[src/rtl/rvag_pkg.sv]
`timescale 1ns/1ps
package rvag_pkg;
  localparam int DW = 16;
  localparam int NCFG = 7;
  // register indices
  localparam logic [4:0] IX_BASE_LO = 5'd0;
  localparam logic [4:0] IX_BASE_HI = 5'd1;
  localparam logic [4:0] IX_ADDR_LO = 5'd2;
  localparam logic [4:0] IX_ADDR_HI = 5'd3;
  localparam logic [4:0] IX_LEN     = 5'd4;
  localparam logic [4:0] IX_SKIP    = 5'd5;
  localparam logic [4:0] IX_SCROLL  = 5'd6;
  localparam logic [4:0] IX_MODE    = 5'd7;
  localparam logic [4:0] IX_HBASE   = 5'd8;
  localparam logic [4:0] IX_HCNT    = 5'd15;
  localparam logic [4:0] IX_VBASE   = 5'd16;
  localparam logic [4:0] IX_VCNT    = 5'd23;
  // order of compare values inside one axis set
  localparam int C_PER  = 0;
  localparam int C_BBEG = 1;
  localparam int C_BEND = 2;
  localparam int C_DBEG = 3;
  localparam int C_DEND = 4;
  localparam int C_SBEG = 5;
  localparam int C_SEND = 6;
endpackage

[src/rtl/rvag_regs.sv]
`timescale 1ns/1ps
module rvag_regs
  import rvag_pkg::*;
#(
  parameter int AW = 22,
  parameter int HW = 10,
  parameter int VW = 11
) (
  input  logic                     clk,
  input  logic                     rst_n,
  input  logic                     we,
  input  logic [4:0]               addr,
  input  logic [DW-1:0]            wdata,
  output logic [DW-1:0]            rdata,
  input  logic [AW-1:0]            live_addr,
  input  logic [HW-1:0]            live_h,
  input  logic [VW-1:0]            live_v,
  output logic [AW-1:0]            base,
  output logic [DW-1:0]            line_len,
  output logic [DW-1:0]            line_skip,
  output logic [3:0]               scroll,
  output logic [1:0]               mode,
  output logic [NCFG-1:0][HW-1:0]  hcfg,
  output logic [NCFG-1:0][VW-1:0]  vcfg
);
  localparam int BHW = AW - DW;

  logic [DW-1:0]  base_lo;
  logic [BHW-1:0] base_hi;

  assign base = {base_hi, base_lo};

  always_ff @(posedge clk) begin
    if (!rst_n) begin
      base_lo   <= '0;
      base_hi   <= '0;
      line_len  <= '0;
      line_skip <= '0;
      scroll    <= '0;
      mode      <= '0;
    end else if (we) begin
      case (addr)
        IX_BASE_LO: base_lo   <= wdata;
        IX_BASE_HI: base_hi   <= wdata[BHW-1:0];
        IX_LEN:     line_len  <= wdata;
        IX_SKIP:    line_skip <= wdata;
        IX_SCROLL:  scroll    <= wdata[3:0];
        IX_MODE:    mode      <= wdata[1:0];
        default: ;
      endcase
    end
  end

  for (genvar g = 0; g < NCFG; g++) begin : g_cfg
    always_ff @(posedge clk) begin
      if (!rst_n) begin
        hcfg[g] <= '0;
        vcfg[g] <= '0;
      end else if (we) begin
        if (addr == IX_HBASE + 5'(g)) hcfg[g] <= wdata[HW-1:0];
        if (addr == IX_VBASE + 5'(g)) vcfg[g] <= wdata[VW-1:0];
      end
    end
  end

  always_comb begin
    rdata = '0;
    case (addr)
      IX_BASE_LO: rdata = base_lo;
      IX_BASE_HI: rdata = DW'(base_hi);
      IX_ADDR_LO: rdata = live_addr[DW-1:0];
      IX_ADDR_HI: rdata = DW'(live_addr[AW-1:DW]);
      IX_LEN:     rdata = line_len;
      IX_SKIP:    rdata = line_skip;
      IX_SCROLL:  rdata = DW'(scroll);
      IX_MODE:    rdata = DW'(mode);
      IX_HCNT:    rdata = DW'(live_h);
      IX_VCNT:    rdata = DW'(live_v);
      default: begin
        if (addr[4:3] == 2'b01) rdata = DW'(hcfg[addr[2:0]]);
        else if (addr[4:3] == 2'b10) rdata = DW'(vcfg[addr[2:0]]);
      end
    endcase
  end
endmodule

[src/rtl/rvag_axis.sv]
`timescale 1ns/1ps
module rvag_axis
  import rvag_pkg::*;
#(
  parameter int W = 10
) (
  input  logic                   clk,
  input  logic                   rst_n,
  input  logic                   step,
  input  logic [NCFG-1:0][W-1:0] cfg,
  output logic [W-1:0]           cnt,
  output logic [W-1:0]           cnt_next,
  output logic                   wrap,
  output logic                   in_bord,
  output logic                   in_disp,
  output logic                   in_sync
);
  logic at_end;

  assign at_end   = (cnt >= cfg[C_PER]);
  assign wrap     = step && at_end;
  assign cnt_next = at_end ? '0 : cnt + 1'b1;

  always_ff @(posedge clk) begin
    if (!rst_n)    cnt <= '0;
    else if (step) cnt <= cnt_next;
  end

  assign in_bord = (cnt >= cfg[C_BBEG]) && (cnt < cfg[C_BEND]);
  assign in_disp = (cnt >= cfg[C_DBEG]) && (cnt < cfg[C_DEND]);
  assign in_sync = (cnt >= cfg[C_SBEG]) && (cnt < cfg[C_SEND]);
endmodule

[src/rtl/rvag_addr.sv]
`timescale 1ns/1ps
module rvag_addr
  import rvag_pkg::*;
#(
  parameter int AW = 22
) (
  input  logic          clk,
  input  logic          rst_n,
  input  logic          tick,
  input  logic          disp_en,
  input  logic          line_end,
  input  logic          line_shown,
  input  logic          frame_start,
  input  logic          extra_word,
  input  logic [AW-1:0] base,
  input  logic [DW-1:0] line_len,
  input  logic [DW-1:0] line_skip,
  output logic [AW-1:0] addr,
  output logic          fetch
);
  localparam int CW = DW + 1;

  logic [CW-1:0] words;
  logic [CW-1:0] limit;
  logic [AW-1:0] step_amt;

  assign limit    = {1'b0, line_len} + CW'(extra_word);
  assign fetch    = tick && disp_en && (words < limit);
  assign step_amt = AW'(fetch) + (line_shown ? AW'(line_skip) : '0);

  always_ff @(posedge clk) begin
    if (!rst_n) begin
      addr  <= '0;
      words <= '0;
    end else if (frame_start) begin
      addr  <= base;
      words <= '0;
    end else if (line_end) begin
      addr  <= addr + step_amt;
      words <= '0;
    end else if (fetch) begin
      addr  <= addr + 1'b1;
      words <= words + 1'b1;
    end
  end
endmodule

[src/rtl/raster_addr_gen.sv]
`timescale 1ns/1ps
module raster_addr_gen
  import rvag_pkg::*;
#(
  parameter int AW = 22,
  parameter int HW = 10,
  parameter int VW = 11
) (
  input  logic          clk,
  input  logic          rst_n,
  input  logic          pix_tick,
  input  logic          reg_we,
  input  logic [4:0]    reg_addr,
  input  logic [15:0]   reg_wdata,
  output logic [15:0]   reg_rdata,
  output logic [AW-1:0] fetch_addr,
  output logic          fetch_stb,
  output logic          disp_en,
  output logic          bord_en,
  output logic          hsync,
  output logic          vsync,
  output logic [3:0]    fine_scroll,
  output logic          interlace,
  output logic          wide_mode
);
  logic [AW-1:0]            base;
  logic [DW-1:0]            line_len, line_skip;
  logic [1:0]               mode;
  logic [NCFG-1:0][HW-1:0]  hcfg;
  logic [NCFG-1:0][VW-1:0]  vcfg;
  logic [HW-1:0]            hcnt, hnext_unused;
  logic [VW-1:0]            vcnt, vnext;
  logic                     hwrap, vwrap_unused;
  logic                     hb, hd, vb, vd;
  logic                     frame_start;

  rvag_regs #(.AW(AW), .HW(HW), .VW(VW)) u_regs (
    .clk(clk), .rst_n(rst_n), .we(reg_we), .addr(reg_addr),
    .wdata(reg_wdata), .rdata(reg_rdata),
    .live_addr(fetch_addr), .live_h(hcnt), .live_v(vcnt),
    .base(base), .line_len(line_len), .line_skip(line_skip),
    .scroll(fine_scroll), .mode(mode), .hcfg(hcfg), .vcfg(vcfg)
  );

  rvag_axis #(.W(HW)) u_hax (
    .clk(clk), .rst_n(rst_n), .step(pix_tick), .cfg(hcfg),
    .cnt(hcnt), .cnt_next(hnext_unused), .wrap(hwrap),
    .in_bord(hb), .in_disp(hd), .in_sync(hsync)
  );

  rvag_axis #(.W(VW)) u_vax (
    .clk(clk), .rst_n(rst_n), .step(hwrap), .cfg(vcfg),
    .cnt(vcnt), .cnt_next(vnext), .wrap(vwrap_unused),
    .in_bord(vb), .in_disp(vd), .in_sync(vsync)
  );

  assign disp_en     = hd && vd;
  assign bord_en     = hb && vb && !disp_en;
  assign frame_start = hwrap && (vnext == vcfg[C_DBEG]);
  assign interlace   = mode[0];
  assign wide_mode   = mode[1];

  rvag_addr #(.AW(AW)) u_addr (
    .clk(clk), .rst_n(rst_n), .tick(pix_tick), .disp_en(disp_en),
    .line_end(hwrap), .line_shown(vd), .frame_start(frame_start),
    .extra_word(fine_scroll != 4'd0), .base(base),
    .line_len(line_len), .line_skip(line_skip),
    .addr(fetch_addr), .fetch(fetch_stb)
  );
endmodule

[config.mk]
export PLATFORM = sky130hd
export DESIGN_NAME = raster_addr_gen
export DESIGN_NICKNAME = d
export VERILOG_FILES = /design/src/rtl/rvag_pkg.sv /design/src/rtl/rvag_regs.sv /design/src/rtl/rvag_axis.sv /design/src/rtl/rvag_addr.sv /design/src/rtl/raster_addr_gen.sv
export SDC_FILE = /design/constraint.sdc
export NUM_CORES = 1
export LEC_CHECK = 0
export BUFFER_PORTS_ARGS = -buffer_cell sky130_fd_sc_hd__buf_2
export CORE_AREA = 2 2 211 296
export DETAILED_ROUTE_END_ITERATION = 10
export DIE_AREA = 0 0 213 298
export PLACE_DENSITY_LB_ADDON = 0.2
export RECOVER_POWER = 25
export SLEW_MARGIN = 20
export SYNTH_ARGS = -nofsm -noshare
export SYNTH_HDL_FRONTEND = slang
export SYNTH_SLANG_ARGS = --single-unit
[constraint.sdc]
create_clock -name clk -period 8.75 [get_ports clk]
set_input_delay 1.3125 -clock clk [delete_from_list [all_inputs] [get_ports clk]]
set_output_delay 1.3125 -clock clk [all_outputs]
set_load 0.03 [all_outputs]
* Word level (Yosys, flattened, before mapping)
Cells that the tools add are included.
** Word-level totals
- Memories kept :: 0
- Latch bits :: 0
- Logic and storage cells :: 125
- Flip-flop bits (word level) :: 267
- Output and inout port bits :: 49
- RAM bits :: 0
- Input port bits :: 25
- Bits in read-only memories :: 0
** Cells by class
- Multiply operators :: 0
- Divide/modulo/power cells :: 0
- Shifts and indexed selects :: 0
- $lt $le $gt $ge :: 16
- Add/subtract/negate cells :: 7
- Equality and inequality tests :: 26
- Reductions and logical operators :: 38
- Mux-type cells :: 13
- Bitwise operators :: 1
** Operator list (number)
- case mux 16 bit (10 select lines) :: 1
- 2-to-1 mux 22 bit :: 3
- >= comparator 11 bit :: 4
- equality test 5 x 4 -> 1 bit, second input constant :: 8
- equality test 5 bit, second input constant :: 8
- >= comparator 10 bit :: 4
- AND reduction 2 bit :: 20
- binary-select mux 11 bit (select 3 bit) :: 1
- less-than comparator 11 bit :: 3
- 2-to-1 mux 11 bit :: 3
- 2-to-1 mux 16 bit :: 2
- binary-select mux 10 bit (select 3 bit) :: 1
- less-than comparator 10 bit :: 3
- adder 1 x 22 -> 22 bit :: 1
- adder 22 x 1 -> 22 bit, second input constant :: 1
- adder 22 bit :: 1
- equality test 5 x 3 -> 1 bit, second input constant :: 4
- 2-to-1 mux 10 bit :: 2
- adder 16 x 1 -> 17 bit :: 1
- adder 17 x 1 -> 17 bit, second input constant :: 1
- less-than comparator 17 bit :: 1
- logical AND 1 bit :: 13
- adder 11 x 1 -> 11 bit, second input constant :: 1
- equality test 11 bit :: 1
- other kinds (12) :: 13

* Longest topological paths before layout
- Depth in word-level cells :: 9
- Mapped depth :: 27
- Gate-level depth less buffers :: 27

* Hierarchy
From an unflattened synthesis, not the netlist that was laid out.
** Second synthesis, totals
- Cell total of the unflattened synthesis :: 2300
- Area total of the unflattened synthesis :: 19037.0 um2
** By module, submodules not included
- rvag_regs :: area an instance 10131.0 um2, times used 1, cells each 1149, seq. area each 4144.0 um2
- rvag_addr :: area an instance 3666.0 um2, times used 1, cells each 465, seq. area each 780.7 um2
- rvag_axis at u_vax :: area an instance 2763.9 um2, times used 1, cells each 353, seq. area each 220.2 um2
- rvag_axis at u_hax :: area an instance 2334.7 um2, times used 1, cells each 314, seq. area each 200.2 um2
- raster_addr_gen :: area an instance 141.4 um2, times used 1, cells each 19, seq. area each 0.0 um2

* Least setup slack after synthesis
No wires, ideal clock.
- Kind :: reg-to-reg
- From :: reg u_regs.scroll[3]
- To :: reg u_addr.addr[19]
- Clock period less this slack :: 6.066 ns
- Path buffers :: 0
- Stages on the path, launching flop included :: 26
- Setup slack :: 2.684 ns
- Library setup time :: 0.079 ns
- Required time :: 8.671 ns
- Arrival time :: 5.987 ns
- Cells stage by stage :: dfxtp_1 > or4_1 > ha_1 > ha_1 > nand3_1 > nor2_1 > and4_1 > nand3_1 > xor2_1 > ha_1 > a21oi_1 > o21ai_0 > a2111oi_0 > a31o_2 > nor2b_1 > nand2_1 > fa_1 > nand2b_1 > a211oi_1 > nor2_1 > o31ai_1 > a41oi_1 > o21ai_0 > nand3_1 > or4_1 > o211ai_1
** On the way
- Cells in the longest elaborated chain, start to end :: 8
- Elaborated cells on any way between the ends :: 9
- Those cells by class :: add/sub: 3; order compare: 1; mux: 2; reduce/logical: 3
** Ends and longest elaborated chain
- start, declared :: line rvag_regs.sv:21 : output logic [3:0] scroll,
- start signal, assigned :: line rvag_regs.sv:47 : IX_SCROLL: scroll <= wdata[3:0];
- nonzero test 4 bit (*) :: line raster_addr_gen.sv:66 : .extra_word(fine_scroll != 4'd0), .base(base),
- adder 16 x 1 -> 17 bit (*) :: line rvag_addr.sv:27 : assign limit = {1'b0, line_len} + CW'(extra_word);
- less-than comparator 17 bit (*) :: line rvag_addr.sv:28 : assign fetch = tick && disp_en && (words < limit);
- logical AND 1 bit (*) :: line rvag_addr.sv:28
- adder 1 x 22 -> 22 bit :: line rvag_addr.sv:29 : assign step_amt = AW'(fetch) + (line_shown ? AW'(line_skip) : '0);
- adder 22 bit :: line rvag_addr.sv:39 : addr <= addr + step_amt;
- 2-to-1 mux 22 bit :: line rvag_addr.sv:38 : end else if (line_end) begin
- 2-to-1 mux 22 bit :: line rvag_addr.sv:35 : end else if (frame_start) begin
- end signal, assigned :: line rvag_addr.sv:36 : addr <= base;
- end signal, assigned :: line rvag_addr.sv:39
- end signal, assigned :: line rvag_addr.sv:42 : addr <= addr + 1'b1;
- end, declared :: line rvag_addr.sv:18 : output logic [AW-1:0] addr,
Every way passes the cells marked *; elsewhere a longest branch is shown, timed or not.
A chain may end at the register's enable or synchronous reset.

* Final worst setup path
- From :: in rst_n
- To :: reg u_addr.addr[7]
** RTL lines
- start, declared :: line raster_addr_gen.sv:10 : input logic rst_n,
No word-level cell between the ends.

==> summary.txt <==
Status
  – Violated checks: max-capacitance violations, max-slew violations
  – Status: finished with violations

Place
  – Pre-CTS WS: 1.88 ns
  – Routability-driven placement congestion ratio: 0.889
  – Buffers on Ports: 73
  – Post-detail-place hpwl: 49300 um

Synthesis
  – Post-synth ARST share: 0
  – Yosys reg bits: 267
  – Post-synthesis instance total: 2240
  – Cell variety after synth: 84
  – EDFF count, synth: 0
  – Part of the Yosys area used for sequential elements: 0.296
  – Avg Inst Size Synth: 8.07 um^2
  – Warnings from Yosys: 0
  – Synth Flop Type: dfxtp_1
  – Mapped Area: 18100 um^2
  – Post-Syn Nets: 2446

Die
  – DIE AREA: 63500 um^2
  – Total core area: 60600 um^2
  – Top Ports: 74
  – Die extent in x: 213 um
  – Initial Util: 0.298
  – Row count: 107
  – Die Height: 298 um

Timing
  – Sum Neg Setup Slack: 0 ns
  – RSZ-0062 raised after global routing: false
  – Fin. Hold Viols: 0
  – Max_slew headroom: -1.60
  – Final WS setup: 1.44 ns
  – Final period util: 0.835
  – Final Skew: 0.0293 ns
  – Final Max Slew Viols: 279
  – Final setup viols: 0
  – Max Fclk: 137 MHz
  – Fin crit period: 7.31 ns
  – Actual slew at the worst max-slew pin: 3.90 ns

Worst setup path
  – Most used cell along the critical path: clkbuf_1
  – WP buf/inv: 3
  – CP delay by family, top: buffers and inverters
  – WP depth: 4
  – Worst endpoint data arrival time: 7.77 ns
  – Setup crit start kind: primary input
  – WP data required: 9.21 ns
  – Worst r2r path cells: 25
  – Crit. End Element: flip-flop
  – Critical-path cell list: clkbuf_1 > clkinvlp_2 > clkbuf_1 > a311oi_1
  – Slowest stage cell, crit path: clkinvlp_2
  – Largest stage delay on the critical path: 2.87 ns
  – Critical path type: in -> reg
  – Crit Path Max Fanout: 80

Detailed routing
  – WL per Instance: 22.2 um
  – DR WL met3: 3530 um
  – Routed length on met2: 34800 um
  – Vias post-DR: 16637
  – Starting DRT DRC Count: 1397
  – DR top layer: met4
  – Post-route ant nets: 0
  – Post-Route WL: 68500 um
  – Router iterations before antenna repair: 5
  – Via density: 5.39
  – DR DRC count: 0
  – Met1 wire length: 27700 um

Layout
  – Fill cells: 6368
  – Fraction of layout cells with a size suffix above 1: 0.0798
  – Storage element area: 5350 um^2
  – Multi-input gate area: 11600 um^2
  – Area growth, synth to finish: 11.9%
  – Total Nets Final: 2449

Power
  – VDD IR max: 150 uV
  – Pwr dens: 142 nW/um^2
  – Leakage: 7.43 nW

CTS
  – Clk pin slew, worst setup/hold paths: 0.06 ns
  – CTS tree: done
  – Setup Fix Bufs, Post-CTS: 0
  – Hold_buf cts: 0
  – H-tree depth: 1
  – Root Driver: clkbuf_16
  – Post-CTS Resized: 0
  – Later-pin clock latency in the skew report: 0.60 ns
  – Cts bufs inserted: 30
  – # clock sinks: 267
  – Clk buf depth: 3

GRT
  – Global-route wire length before repair: 102000 um
  – Initial antenna violation count: 0
  – Total track usage: 0.213
  – Grt total ovfl: 0
  – Via count of the first global-routing pass: 16123
  – Largest net degree at the start of global routing: 81

Worst hold path
  – Hold path depth: 2
  – HP Class: reg -> reg

Job
  – Max-cap violations: 4
[layout make-up]
class | count | share of cell area
clock buffer | 40 | 0.0419
sequential | 267 | 0.264
tap | 817 | 0.0505
timing repair buffer | 112 | 0.0304
antenna | 3 | 0.000371
clock inverter | 16 | 0.00872
multi-input combinational | 1678 | 0.575
inverter | 154 | 0.0286
[worst reg2reg max path, delay by kind of cell, from the launching register on]
| kind | cells | cell delay, ns |
|---|---|---|
| fa+ha+maj | 4 | 1.18 |
| xor+xnor | 1 | 0.18 |
| simple gates | 11 | 2.65 |
| compound gates | 9 | 2.53 |
| flops | 1 | 0.35 |
[logic make-up after synthesis]
group	Yosys count	synth area share
AOI/OAI and AO/OA	493	0.173
muxes	163	0.106
xor gates and xnor gates	73	0.0377
adders and majority gates	182	0.127
and+or+nand+nor	767	0.198
DFF	267	0.296
buffers and inverters	295	0.0626
[Yosys cell counts, drive strengths merged (6+ instances only)]
| master | number | area, um^2 |
|---|---|---|
| inv | 154 | 578 |
| xor2 | 32 | 280 |
| buf | 19 | 95.1 |
| nand4 | 15 | 109 |
| a22oi | 32 | 240 |
| a21o | 20 | 150 |
| xnor2 | 38 | 333 |
| and3 | 40 | 250 |
| a31oi | 10 | 62.6 |
| nand2 | 283 | 1060 |
| or4 | 8 | 63.8 |
| and2 | 9 | 56.3 |
| or3 | 12 | 75.1 |
| clkbuf | 122 | 458 |
| ha | 179 | 2240 |
| nor2b | 19 | 119 |
| o21ai | 82 | 410 |
| o211ai | 19 | 143 |
| a21oi | 193 | 977 |
| mux4 | 23 | 518 |
| nand2b | 20 | 125 |
| o221ai | 23 | 201 |
| and4 | 8 | 70.1 |
| o21a | 21 | 165 |
| a211oi | 16 | 120 |
| a311oi | 10 | 87.6 |
| mux2i | 137 | 1370 |
| dfxtp | 267 | 5350 |
| o31ai | 6 | 45.0 |
| nor3 | 29 | 156 |
| o22ai | 11 | 68.8 |
| nand3 | 108 | 558 |
| nor2 | 193 | 732 |
[sequential cells by signal, indices dropped and copies added (netlist names)]
register,count
u_regs.hcfg,70
u_addr.words,17
u_regs.vcfg,77
u_regs.mode,2
u_vax.cnt,11
u_addr.addr,22
u_regs.base_lo,16
u_regs.base_hi,6
u_hax.cnt,10
u_regs.line_skip,16
u_regs.scroll,4
u_regs.line_len,16
[routing by layer]
layer,track usage,vias up
met4,0.0771,0
met1,0.254,8044
met2,0.389,516
met3,0.0219,113
met5,0,-
li1,-,7964
[per-stage QoR]
stage	hold WS [ns]	instances	instance area, um^2	util	power (mW)
2_1_floorplan	0.444	2240	18100	-	1.45
3_3_place_gp	0.455	3028	19200	0.317	1.56
3_5_place_dp	0.460	3028	19200	0.317	1.56
4_1_cts	0.468	3084	20300	0.334	2.92
5_1_grt	0.497	3084	20200	0.333	2.97
6_report	0.467	3087	20200	0.333	2.88
[final timing paths]
path	from	end	slack [ns]
max	rst_n	u_addr.addr[7]	1.44
min	u_regs.vcfg[17]	u_regs.vcfg[17]	0.47
max reg2reg	u_regs.scroll[0]	u_addr.addr[19]	1.78
min reg2reg	u_regs.vcfg[17]	u_regs.vcfg[17]	0.47
[where the power goes]
group | switching, mW | internal, mW | total [mW]
combinational | 0.209 | 0.0783 | 0.288
clock | 0.574 | 0.769 | 1.34
sequential | 0.0218 | 1.23 | 1.25
total | 0.805 | 2.08 | 2.88
[layout by cell type (no fill, tap or decap), drive strengths merged, types with 32 or more instances in the layout]
cell type,n
a21oi,193
a22oi,32
and3,40
buf,80
clkbuf,72
dfxtp,267
ha,179
inv,153
mux2i,137
nand2,283
nand3,108
nor2,193
o21ai,82
xnor2,38
xor2,32
(Power assumes the default switching activity.)
